**config.mk**
```make
export PLATFORM = sky130hd
export DESIGN_NAME = mimic_track_seq
export DESIGN_NICKNAME = d
export VERILOG_FILES = /design/src/rtl/mts_pkg.sv /design/src/rtl/mts_sample_store.sv /design/src/rtl/mts_centre_finder.sv /design/src/rtl/mts_interval_timer.sv /design/src/rtl/mimic_track_seq.sv
export SDC_FILE = /design/constraint.sdc
export NUM_CORES = 1
export LEC_CHECK = 0
export BUFFER_PORTS_ARGS = -buffer_cell sky130_fd_sc_hd__clkbuf_2
export CORE_ASPECT_RATIO = 1.75
export CORE_MARGIN = 4
export CORE_UTILIZATION = 59
export CTS_BUF_LIST = sky130_fd_sc_hd__clkbuf_16
export CTS_CLUSTER_DIAMETER = 100
export DETAILED_ROUTE_END_ITERATION = 10
export PLACE_DENSITY = 0.82
export SLEW_MARGIN = 25
export SYNTH_ARGS = -nofsm -noshare
export SYNTH_HDL_FRONTEND = slang
export SYNTH_SLANG_ARGS = --single-unit
```
**constraint.sdc**
```tcl
create_clock -name clk -period 7.1 [get_ports clk]
set_input_delay 0.71 -clock clk [delete_from_list [all_inputs] [get_ports clk]]
set_output_delay 0.71 -clock clk [all_outputs]
set_load 0.05 [all_outputs]
```
**src/rtl/mts_pkg.sv**
```systemverilog
package mts_pkg;
  typedef enum logic [2:0] {
    ST_SAMPLE,
    ST_MSTEP,
    ST_FIND,
    ST_DECIDE,
    ST_RSTEP,
    ST_WAIT
  } seq_state_t;

  localparam logic SEL_MEAS   = 1'b0;
  localparam logic SEL_RESYNC = 1'b1;
endpackage

```
**src/rtl/mts_sample_store.sv**
```systemverilog
module mts_sample_store #(
  parameter int TW = 4
) (
  input  logic                 clk,
  input  logic                 rst_n,
  input  logic                 wr_en,
  input  logic [TW-1:0]        wr_idx,
  input  logic                 wr_bit,
  output logic [(1<<TW)-1:0]   samples
);
  localparam int N = 1 << TW;

  for (genvar i = 0; i < N; i++) begin : g_bit
    always_ff @(posedge clk or negedge rst_n) begin
      if (!rst_n)
        samples[i] <= 1'b0;
      else if (wr_en && (wr_idx == TW'(i)))
        samples[i] <= wr_bit;
    end
  end
endmodule

```
**src/rtl/mts_centre_finder.sv**
```systemverilog
module mts_centre_finder #(
  parameter int TW = 4
) (
  input  logic                 clk,
  input  logic                 rst_n,
  input  logic                 go,
  input  logic [(1<<TW)-1:0]   samples,
  output logic                 done,
  output logic [TW-1:0]        centre,
  output logic                 none_high,
  output logic                 all_high
);
  localparam int N = 1 << TW;
  localparam logic [TW:0] KLAST = (TW+1)'(2*N-1);
  localparam logic [TW:0] NCAP  = (TW+1)'(N);

  logic          running;
  logic [TW:0]   k;
  logic [TW:0]   run_len, best_len, len_inc, len_m1;
  logic [TW-1:0] run_start, best_start, start_nx;
  logic          bit_now;

  // scan the ring twice so that a run wrapping past the last tap is seen whole
  assign bit_now  = samples[k[TW-1:0]];
  assign len_inc  = (run_len == NCAP) ? run_len : run_len + (TW+1)'(1);
  assign start_nx = (run_len == '0) ? k[TW-1:0] : run_start;
  assign len_m1   = best_len - (TW+1)'(1);
  assign centre   = best_start + TW'(len_m1 >> 1);
  assign none_high = ~|samples;
  assign all_high  = &samples;

  always_ff @(posedge clk or negedge rst_n) begin
    if (!rst_n) begin
      running    <= 1'b0;
      done       <= 1'b0;
      k          <= '0;
      run_len    <= '0;
      run_start  <= '0;
      best_len   <= '0;
      best_start <= '0;
    end else begin
      done <= 1'b0;
      if (go) begin
        running    <= 1'b1;
        k          <= '0;
        run_len    <= '0;
        run_start  <= '0;
        best_len   <= '0;
        best_start <= '0;
      end else if (running) begin
        if (bit_now) begin
          run_len   <= len_inc;
          run_start <= start_nx;
          if (len_inc > best_len) begin
            best_len   <= len_inc;
            best_start <= start_nx;
          end
        end else begin
          run_len <= '0;
        end
        if (k == KLAST) begin
          running <= 1'b0;
          done    <= 1'b1;
        end else begin
          k <= k + (TW+1)'(1);
        end
      end
    end
  end


  scan_idle_chk: assert property (@(posedge clk) disable iff (!rst_n)
    go |-> !running);
endmodule

```
**src/rtl/mts_interval_timer.sv**
```systemverilog
module mts_interval_timer #(
  parameter int INTERVAL = 6400000
) (
  input  logic clk,
  input  logic rst_n,
  input  logic en,
  output logic fire
);
  localparam int CW = (INTERVAL > 1) ? $clog2(INTERVAL) : 1;
  localparam logic [CW-1:0] TOP = CW'(INTERVAL - 1);

  logic [CW-1:0] cnt;

  assign fire = en && (cnt == TOP);

  always_ff @(posedge clk or negedge rst_n) begin
    if (!rst_n)
      cnt <= '0;
    else if (!en || fire)
      cnt <= '0;
    else
      cnt <= cnt + CW'(1);
  end


  wait_ends_chk: assert property (@(posedge clk) disable iff (!rst_n)
    fire |=> !en);
endmodule

```
**src/rtl/mimic_track_seq.sv**
```systemverilog
module mimic_track_seq
  import mts_pkg::*;
#(
  parameter int TAP_BITS = 4,
  parameter int INTERVAL = 6400000,
  parameter bit KEEP_REF = 1'b1
) (
  input  logic                clk,
  input  logic                rst_n,
  input  logic                mimic_bit,
  output logic                step_valid,
  input  logic                step_ready,
  output logic                step_up,
  output logic                step_sel,
  output logic                cal_done,
  output logic [TAP_BITS-1:0] ref_phase,
  output logic [TAP_BITS-1:0] meas_phase,
  output logic [TAP_BITS-1:0] rs_offset,
  output logic                sweep_done,
  output logic                sweep_err
);
  localparam int NTAPS = 1 << TAP_BITS;
  localparam logic [TAP_BITS-1:0] HALF = TAP_BITS'(NTAPS / 2);
  localparam logic [TAP_BITS-1:0] LAST = TAP_BITS'(NTAPS - 1);
  localparam logic [TAP_BITS-1:0] ONE  = TAP_BITS'(1);

  seq_state_t          state;
  logic [TAP_BITS-1:0] idx, ref_q, meas_q, rs_off_q, rem_q;
  logic                cal_q, done_q, err_q, up_q;
  logic [NTAPS-1:0]    samples;
  logic                fc_go, fc_done, fc_none, fc_full, bad, tm_fire;
  logic [TAP_BITS-1:0] fc_centre, drift, need, mag;
  logic                need_up;

  mts_sample_store #(.TW(TAP_BITS)) u_store (
    .clk(clk), .rst_n(rst_n),
    .wr_en(state == ST_SAMPLE), .wr_idx(idx), .wr_bit(mimic_bit),
    .samples(samples)
  );

  assign fc_go = (state == ST_MSTEP) && step_ready && (idx == LAST);

  mts_centre_finder #(.TW(TAP_BITS)) u_find (
    .clk(clk), .rst_n(rst_n), .go(fc_go), .samples(samples),
    .done(fc_done), .centre(fc_centre),
    .none_high(fc_none), .all_high(fc_full)
  );

  mts_interval_timer #(.INTERVAL(INTERVAL)) u_timer (
    .clk(clk), .rst_n(rst_n), .en(state == ST_WAIT), .fire(tm_fire)
  );

  // correction size and direction, shortest way round the tap ring
  assign bad     = fc_none || fc_full;
  assign drift   = fc_centre - ref_q;
  assign need    = KEEP_REF ? (drift - rs_off_q) : drift;
  assign need_up = (need <= HALF);
  assign mag     = need_up ? need : (TAP_BITS'(0) - need);

  assign step_valid = (state == ST_MSTEP) || (state == ST_RSTEP);
  assign step_sel   = (state == ST_RSTEP) ? SEL_RESYNC : SEL_MEAS;
  assign step_up    = (state == ST_RSTEP) ? up_q : 1'b1;

  assign cal_done   = cal_q;
  assign ref_phase  = ref_q;
  assign meas_phase = meas_q;
  assign rs_offset  = rs_off_q;
  assign sweep_done = done_q;
  assign sweep_err  = err_q;

  always_ff @(posedge clk or negedge rst_n) begin
    if (!rst_n) begin
      state    <= ST_SAMPLE;
      idx      <= '0;
      cal_q    <= 1'b0;
      ref_q    <= '0;
      meas_q   <= '0;
      rs_off_q <= '0;
      rem_q    <= '0;
      up_q     <= 1'b0;
      done_q   <= 1'b0;
      err_q    <= 1'b0;
    end else begin
      done_q <= 1'b0;
      case (state)
        ST_SAMPLE: state <= ST_MSTEP;
        ST_MSTEP: begin
          if (step_ready) begin
            if (idx == LAST) begin
              idx   <= '0;
              state <= ST_FIND;
            end else begin
              idx   <= idx + ONE;
              state <= ST_SAMPLE;
            end
          end
        end
        ST_FIND: if (fc_done) state <= ST_DECIDE;
        ST_DECIDE: begin
          done_q <= 1'b1;
          err_q  <= bad;
          state  <= ST_WAIT;
          if (!bad) begin
            meas_q <= fc_centre;
            if (!cal_q) begin
              ref_q <= fc_centre;
              cal_q <= 1'b1;
            end else if (need != '0) begin
              rem_q <= mag;
              up_q  <= need_up;
              state <= ST_RSTEP;
              if (!KEEP_REF) ref_q <= fc_centre;
            end
          end
        end
        ST_RSTEP: begin
          if (step_ready) begin
            rs_off_q <= up_q ? rs_off_q + ONE : rs_off_q - ONE;
            if (rem_q == ONE) state <= ST_WAIT;
            else              rem_q <= rem_q - ONE;
          end
        end
        ST_WAIT: if (tm_fire) state <= ST_SAMPLE;
        default: state <= ST_SAMPLE;
      endcase
    end
  end


  step_hold_chk: assert property (@(posedge clk) disable iff (!rst_n)
    (step_valid && !step_ready) |=> (step_valid && $stable(step_up) && $stable(step_sel)));


  resync_gate_chk: assert property (@(posedge clk) disable iff (!rst_n)
    !cal_done |-> !(step_valid && step_sel));


  offset_moves_chk: assert property (@(posedge clk) disable iff (!rst_n)
    !(step_valid && step_sel && step_ready) |=> $stable(rs_offset));


  err_quiet_chk: assert property (@(posedge clk) disable iff (!rst_n)
    (sweep_done && sweep_err) |=> !(step_valid && step_sel));


  done_pulse_chk: assert property (@(posedge clk) disable iff (!rst_n)
    sweep_done |=> !sweep_done);
endmodule

```
* Yosys cells after proc, flatten, opt, wreduce, memory -nomap -nowiden
Cells that the tools add are included.
Word-level totals: bits of input ports 4, word-level logic and storage cells 179, output and inout port bits 18, bits in registers 91
Cells by class: order comparisons 3, muxes and demuxes 50, bitwise logic cells 2, add/subtract/negate cells 12, eq/ne operators 34, reductions and logical operators 44
Operators with widths (count):
- 4-bit two-way mux | 16
- 5-bit two-way mux | 11
- 4-bit equality test (second input constant) | 8
- 23-bit by 1-bit adder with 23-bit output (second input constant) | 1
- 23-bit equality test (second input constant) | 1
- 23-bit two-way mux | 1
- 1-bit logical AND | 19
- 3-bit case mux with 6 select lines | 1
- 4-bit by 3-bit equality test with 1-bit output (second input constant) | 4
- 2-bit inequality test (second input constant) | 8
- 16-bit AND reduction | 1
- 16-bit OR reduction | 1
- 3-bit two-way mux | 5
- 1-bit two-way mux | 13
- 5-bit by 1-bit adder with 5-bit output (second input constant) | 2
- 5-bit equality test (second input constant) | 2
- 2-bit AND reduction | 5
- 4-bit by 1-bit adder with 4-bit output (second input constant) | 2
- 4-bit by 1-bit equality test with 1-bit output (second input constant) | 2
- 4-bit by 2-bit equality test with 1-bit output (second input constant) | 2
- 4-bit case mux with 2 select lines | 1
- 2-bit nonzero test | 4
- 4-bit by 1-bit subtractor with 4-bit output (second input constant) | 2
- 4-bit subtractor | 2
- 23 further kinds | 31

* Logic depth before layout (Yosys ltp)
depth after elaboration 10, gate-level depth with buffers 15, mapped depth without buffers 15

* Modules after synthesis
A second synthesis with hierarchy kept.
Second synthesis, totals: cells, all modules 534, area, all modules 5362.6 um^2
Modules (own cells, without submodules):
- mts_centre_finder | area an instance 1769.2 um^2, sequential area each 625.6 um^2, times used 1, cells each 185
- mimic_track_seq | area an instance 1665.3 um^2, sequential area each 675.6 um^2, times used 1, cells each 165
- mts_interval_timer | area an instance 1202.4 um^2, sequential area each 575.6 um^2, times used 1, cells each 125
- mts_sample_store | area an instance 725.7 um^2, sequential area each 400.4 um^2, times used 1, cells each 59

* Least setup slack after synthesis
Ideal clock, no wire load.
path kind register -> register, start reg u_find.best_len[0], end reg rem_q[1], path slack 3.391 ns, setup time 0.125 ns, arrival 3.583 ns, cell stages (with the launch flop) 15, required time 6.975 ns, buffers on the path 0, period minus slack after synthesis 3.709 ns, path through dfrtp_1 > inv_1 > ha_1 > inv_1 > ha_1 > inv_1 > fa_1 > xnor2_1 > fa_1 > ha_1 > a21oi_1 > xnor3_2 > a311oi_4 > mux2i_1 > a21oi_1
On the way: word-level cells in the longest chain between the ends 10, elaborated cells on any way between the ends 14, classes of those cells add/sub (5); order compare (1); eq/ne (1); mux (5); reduce/logical (2)
RTL lines:
- start, declared | RTL line mts_centre_finder.sv:19 | logic [TW:0] run_len, best_len, len_inc, len_m1;
- start signal, assigned | RTL line mts_centre_finder.sv:55 | best_len <= len_inc;
- 5-bit by 1-bit subtractor with 5-bit output * | RTL line mts_centre_finder.sv:27 | assign len_m1 = best_len - (TW+1)'(1);
- 4-bit adder * | RTL line mts_centre_finder.sv:28 | assign centre = best_start + TW'(len_m1 >> 1);
- named net fc_centre[2] | RTL line mimic_track_seq.sv:32 | logic [TAP_BITS-1:0] fc_centre, drift, need, mag;
- 4-bit subtractor * | RTL line mimic_track_seq.sv:55 | assign drift = fc_centre - ref_q;
- 4-bit subtractor * | RTL line mimic_track_seq.sv:56 | assign need = KEEP_REF ? (drift - rs_off_q) : drift;
- 4-bit less-or-equal comparator | RTL line mimic_track_seq.sv:57 | assign need_up = (need <= HALF);
- 4-bit two-way mux | RTL line mimic_track_seq.sv:58 | assign mag = need_up ? need : (TAP_BITS'(0) - need);
- 4-bit two-way mux | RTL line mimic_track_seq.sv:108 | end else if (need != '0) begin
- 4-bit two-way mux | RTL line mimic_track_seq.sv:105 | if (!cal_q) begin
- 4-bit two-way mux | RTL line mimic_track_seq.sv:103 | if (!bad) begin
- 4-bit case mux with 2 select lines | RTL line mimic_track_seq.sv:85 | case (state)
- end signal, assigned | RTL line mimic_track_seq.sv:109 | rem_q <= mag;
- end signal, assigned | RTL line mimic_track_seq.sv:120 | else rem_q <= rem_q - ONE;
- end, declared | RTL line mimic_track_seq.sv:28 | logic [TAP_BITS-1:0] idx, ref_q, meas_q, rs_off_q, rem_q;
The timed path passes the listed nets; every way through them passes the cells marked *. The select of a mux whose other input is x is not followed. A chain may end at the register's enable or synchronous reset.

* Worst setup path after layout
start reg u_find.best_len[1], end reg rem_q[1]
Same word-level chain as after synthesis.

==> metrics.md <==
| Metric | Value |
|---|---|
| EDFF count, synth | `0` |
| Worst IR drop on VDD | `0.1496 mV` |
| Largest net degree at the start of global routing | `62` |
| Port buffer count | `21` |
| Initial antenna violation count | `0` |
| Die area | `10210 µm²` |
| Top cells by area, synth | `dfrtp_1, ha_1, mux2_2` |
| Crit path max fanout | `8` |
| Reg clk slew, reported paths | `0.06 ns` |
| Most numerous cell in the Yosys netlist | `dfrtp_1` |
| Mean Syn Cell Area | `10.11 µm²` |
| Critical Path RT | `7.31 ns` |
| Core region area | `8368 µm²` |
| Final core utilization | `0.6639` |
| Min-Delay Path Class | `input port to async pin` |
| Cell count after synthesis | `502` |
| Fillers | `661` |
| Top cells by count, synth | `dfrtp_1, nor2_1, inv_1, nand2_1, nand3_1` |
| Fin. Hold Viols | `0` |
| Post-synthesis register bit count | `91` |
| Post-CTS Setup Repair Bufs | `0` |
| Crit path launch type | `flop` |
| CTS tree | `built` |
| Die H | `130.7 µm` |
| Synth async-reset ratio | `1.000` |
| Drt first pass iters | `5` |
| Final min period | `4.076 ns` |
| Antenna Violating Nets Remaining | `0` |
| First-iteration detailed-routing DRC count | `283` |
| CTS Buf Count | `9` |
| Hold Buf Count CTS | `0` |
| Vias per inst | `5.843` |
| Relative slew margins | `0.4513` |
| PwrDens | `179.0 nW/µm²` |
| Worst slew pin tran | `0.8156 ns` |
| Distinct cells, synth | `46` |
| Skew final | `0.004772 ns` |
| Status | `complete, no violations` |
| Post-synthesis net count | `537` |
| Most common flop cell mapped by yosys | `dfrtp_1` |
| Routability cong. | `0.8632` |
| Warnings, synthesis | `0` |
| # rows | `44` |
| Seq/Total Area, Yosys | `0.4486` |
| Post-route setup TNS | `0 ns` |
| Nets@finish | `559` |
| Hold slack final | `0.3021 ns` |
| Clk root buf | `clkbuf_16` |
| First-pass GRT wire length | `17590 µm` |
| Post-cts resize count | `0` |
| Vias in the first global route | `3844` |
| Endpoints failing setup | `0` |
| Synth area leader | `dfrtp_1` |
| Register Area | `2277 µm²` |
| IO Pins | `22` |
| Die X | `78.12 µm` |
| H-tree levels | `3` |
| DR DRC count | `0` |
| Max-Cap Viols | `0` |
| Share of cells above drive strength 1 | `0.1383` |
| P_leak | `2.531 nW` |
| Worst path arrival time | `4.29 ns` |
| Area of the multi-input gates | `2613 µm²` |
| Grt total ovfl | `0` |
| CP Class | `flop to flop` |
| Clock latency on the worst-skew pair | `0.34 ns` |
| Vias | `3757` |
| Initial cell density of the core | `0.6066` |
| Area grow syn2layout | `9.441%` |
| Unrepaired setup endpoints after global routing | `no` |
| N_diodes | `0` |
| WL/cell | `16.04 µm` |
| Pwr Total | `0.9947 mW` |
| Synth top area share | `0.4486` |
| Final Max Tran Viols | `0` |
| Final HPWL DP | `7554 µm` |
| Max clock buf depth | `2` |
| Clock Sinks | `91` |
| Synth Cell Area | `5076 µm²` |
| FMAX | `0.2453 GHz` |
| All-Layer GR Usage | `0.2208` |
| Routed WL | `10310 µm` |
| Worst setup EP type | `flop` |
| Period utilization | `0.5741` |
metrics by stage:
stage | std cells | cell area (µm²) | worst slack, ns
finish | 643 | 5555 | 3.024
global route | 643 | 5555 | 2.837
CTS | 643 | 5549 | 3.049
detailed placement | 628 | 5300 | 3.083
global placement | 628 | 5300 | 3.203
floorplan | 502 | 5076 | 3.391
kinds of logic (layout without fill, tap and decap cells):
| family | count (synthesis) | count (layout) | synth area share |
|---|---|---|---|
| AND/OR/NAND/NOR | 193 | 193 | 0.1859 |
| flip-flops | 91 | 91 | 0.4486 |
| AO/OA/AOI/OAI | 54 | 54 | 0.06803 |
| XOR/XNOR | 42 | 42 | 0.07691 |
| buffers and inverters | 50 | 76 | 0.03796 |
| multiplexers | 41 | 41 | 0.09884 |
| adder cells (fa/ha/maj) | 31 | 31 | 0.08381 |
report_power, final:
part           internal (mW)  total (mW)  leakage (nW)  switching, mW
combinational         0.0190      0.0471          1.33         0.0280
clock                  0.228       0.408         0.123          0.180
sequential             0.529       0.539          1.08        0.00995
total                  0.777       0.995          2.53          0.218
per-layer routing:
metal,GRT usage,vias to the layer above,part of all wire
li1,-,1783,-
met1,0.2448,1859,0.39
met2,0.3965,82,0.54
met3,0.03841,33,0.031
met4,0.1277,0,0.036
met5,0,-,0
final cells by class:
type / count / share of cell area
Tap cell: 115 / 0.02590
Clock buffer: 9 / 0.04054
Clock inverter: 6 / 0.004279
Timing Repair Buffer: 25 / 0.02477
Sequential cell: 91 / 0.4099
Inverter: 36 / 0.02432
Multi-Input combinational cell: 361 / 0.4703
flip-flops by register name, summed over array words and instances (netlist names), 5 cells and up:
register,count
u_timer.cnt,23
u_store.samples,16
u_find.best_len,5
u_find.k,5
u_find.run_len,5
final timing paths:
kind / slack, ns / endpoint / startpoint / cells past startpoint
min in group clk: 0.48 / u_timer.cnt[0] / u_timer.cnt[0] / 1
max in group asynchronous: 5.69 / u_store.samples[11] / rst_n / 2
max reg2reg: 3.02 / rem_q[1] / u_find.best_len[1] / 15
max: 3.02 / rem_q[1] / u_find.best_len[1] / 15
min: 0.30 / u_find.k[0] / rst_n / 1
min reg2reg: 0.48 / u_timer.cnt[0] / u_timer.cnt[0] / 1
worst max-delay path: stages, from the launching register on:
cell and delay, ns:
dfrtp_1 0.40, inv_1 0.10, ha_1 0.23, inv_1 0.05
ha_1 0.16, inv_1 0.06, fa_1 0.38, xnor2_1 0.31
fa_1 0.48, ha_1 0.34, xor2_1 0.29, nand2_1 0.16
and3_1 0.25, a311oi_4 0.45, mux2i_1 0.24, a21oi_1 0.06
placed cells by master (no fill, tap or decap), types with 7 or more instances in the layout:
master	netlist	layout
xor2_1	19	19
o21ai_0	13	13
nand3_1	36	36
inv_1	36	36
dfrtp_1	91	91
mux2_2	23	23
nand4_1	10	10
nand2_1	36	36
clkbuf_2	0	20
a21oi_1	21	21
ha_1	26	26
xnor2_1	21	21
mux2i_1	13	13
nor4_1	11	10
clkbuf_16	0	9
nor2_1	59	59
nor3_1	7	7
and3_1	12	12
Power figures use the tool's default switching activity.
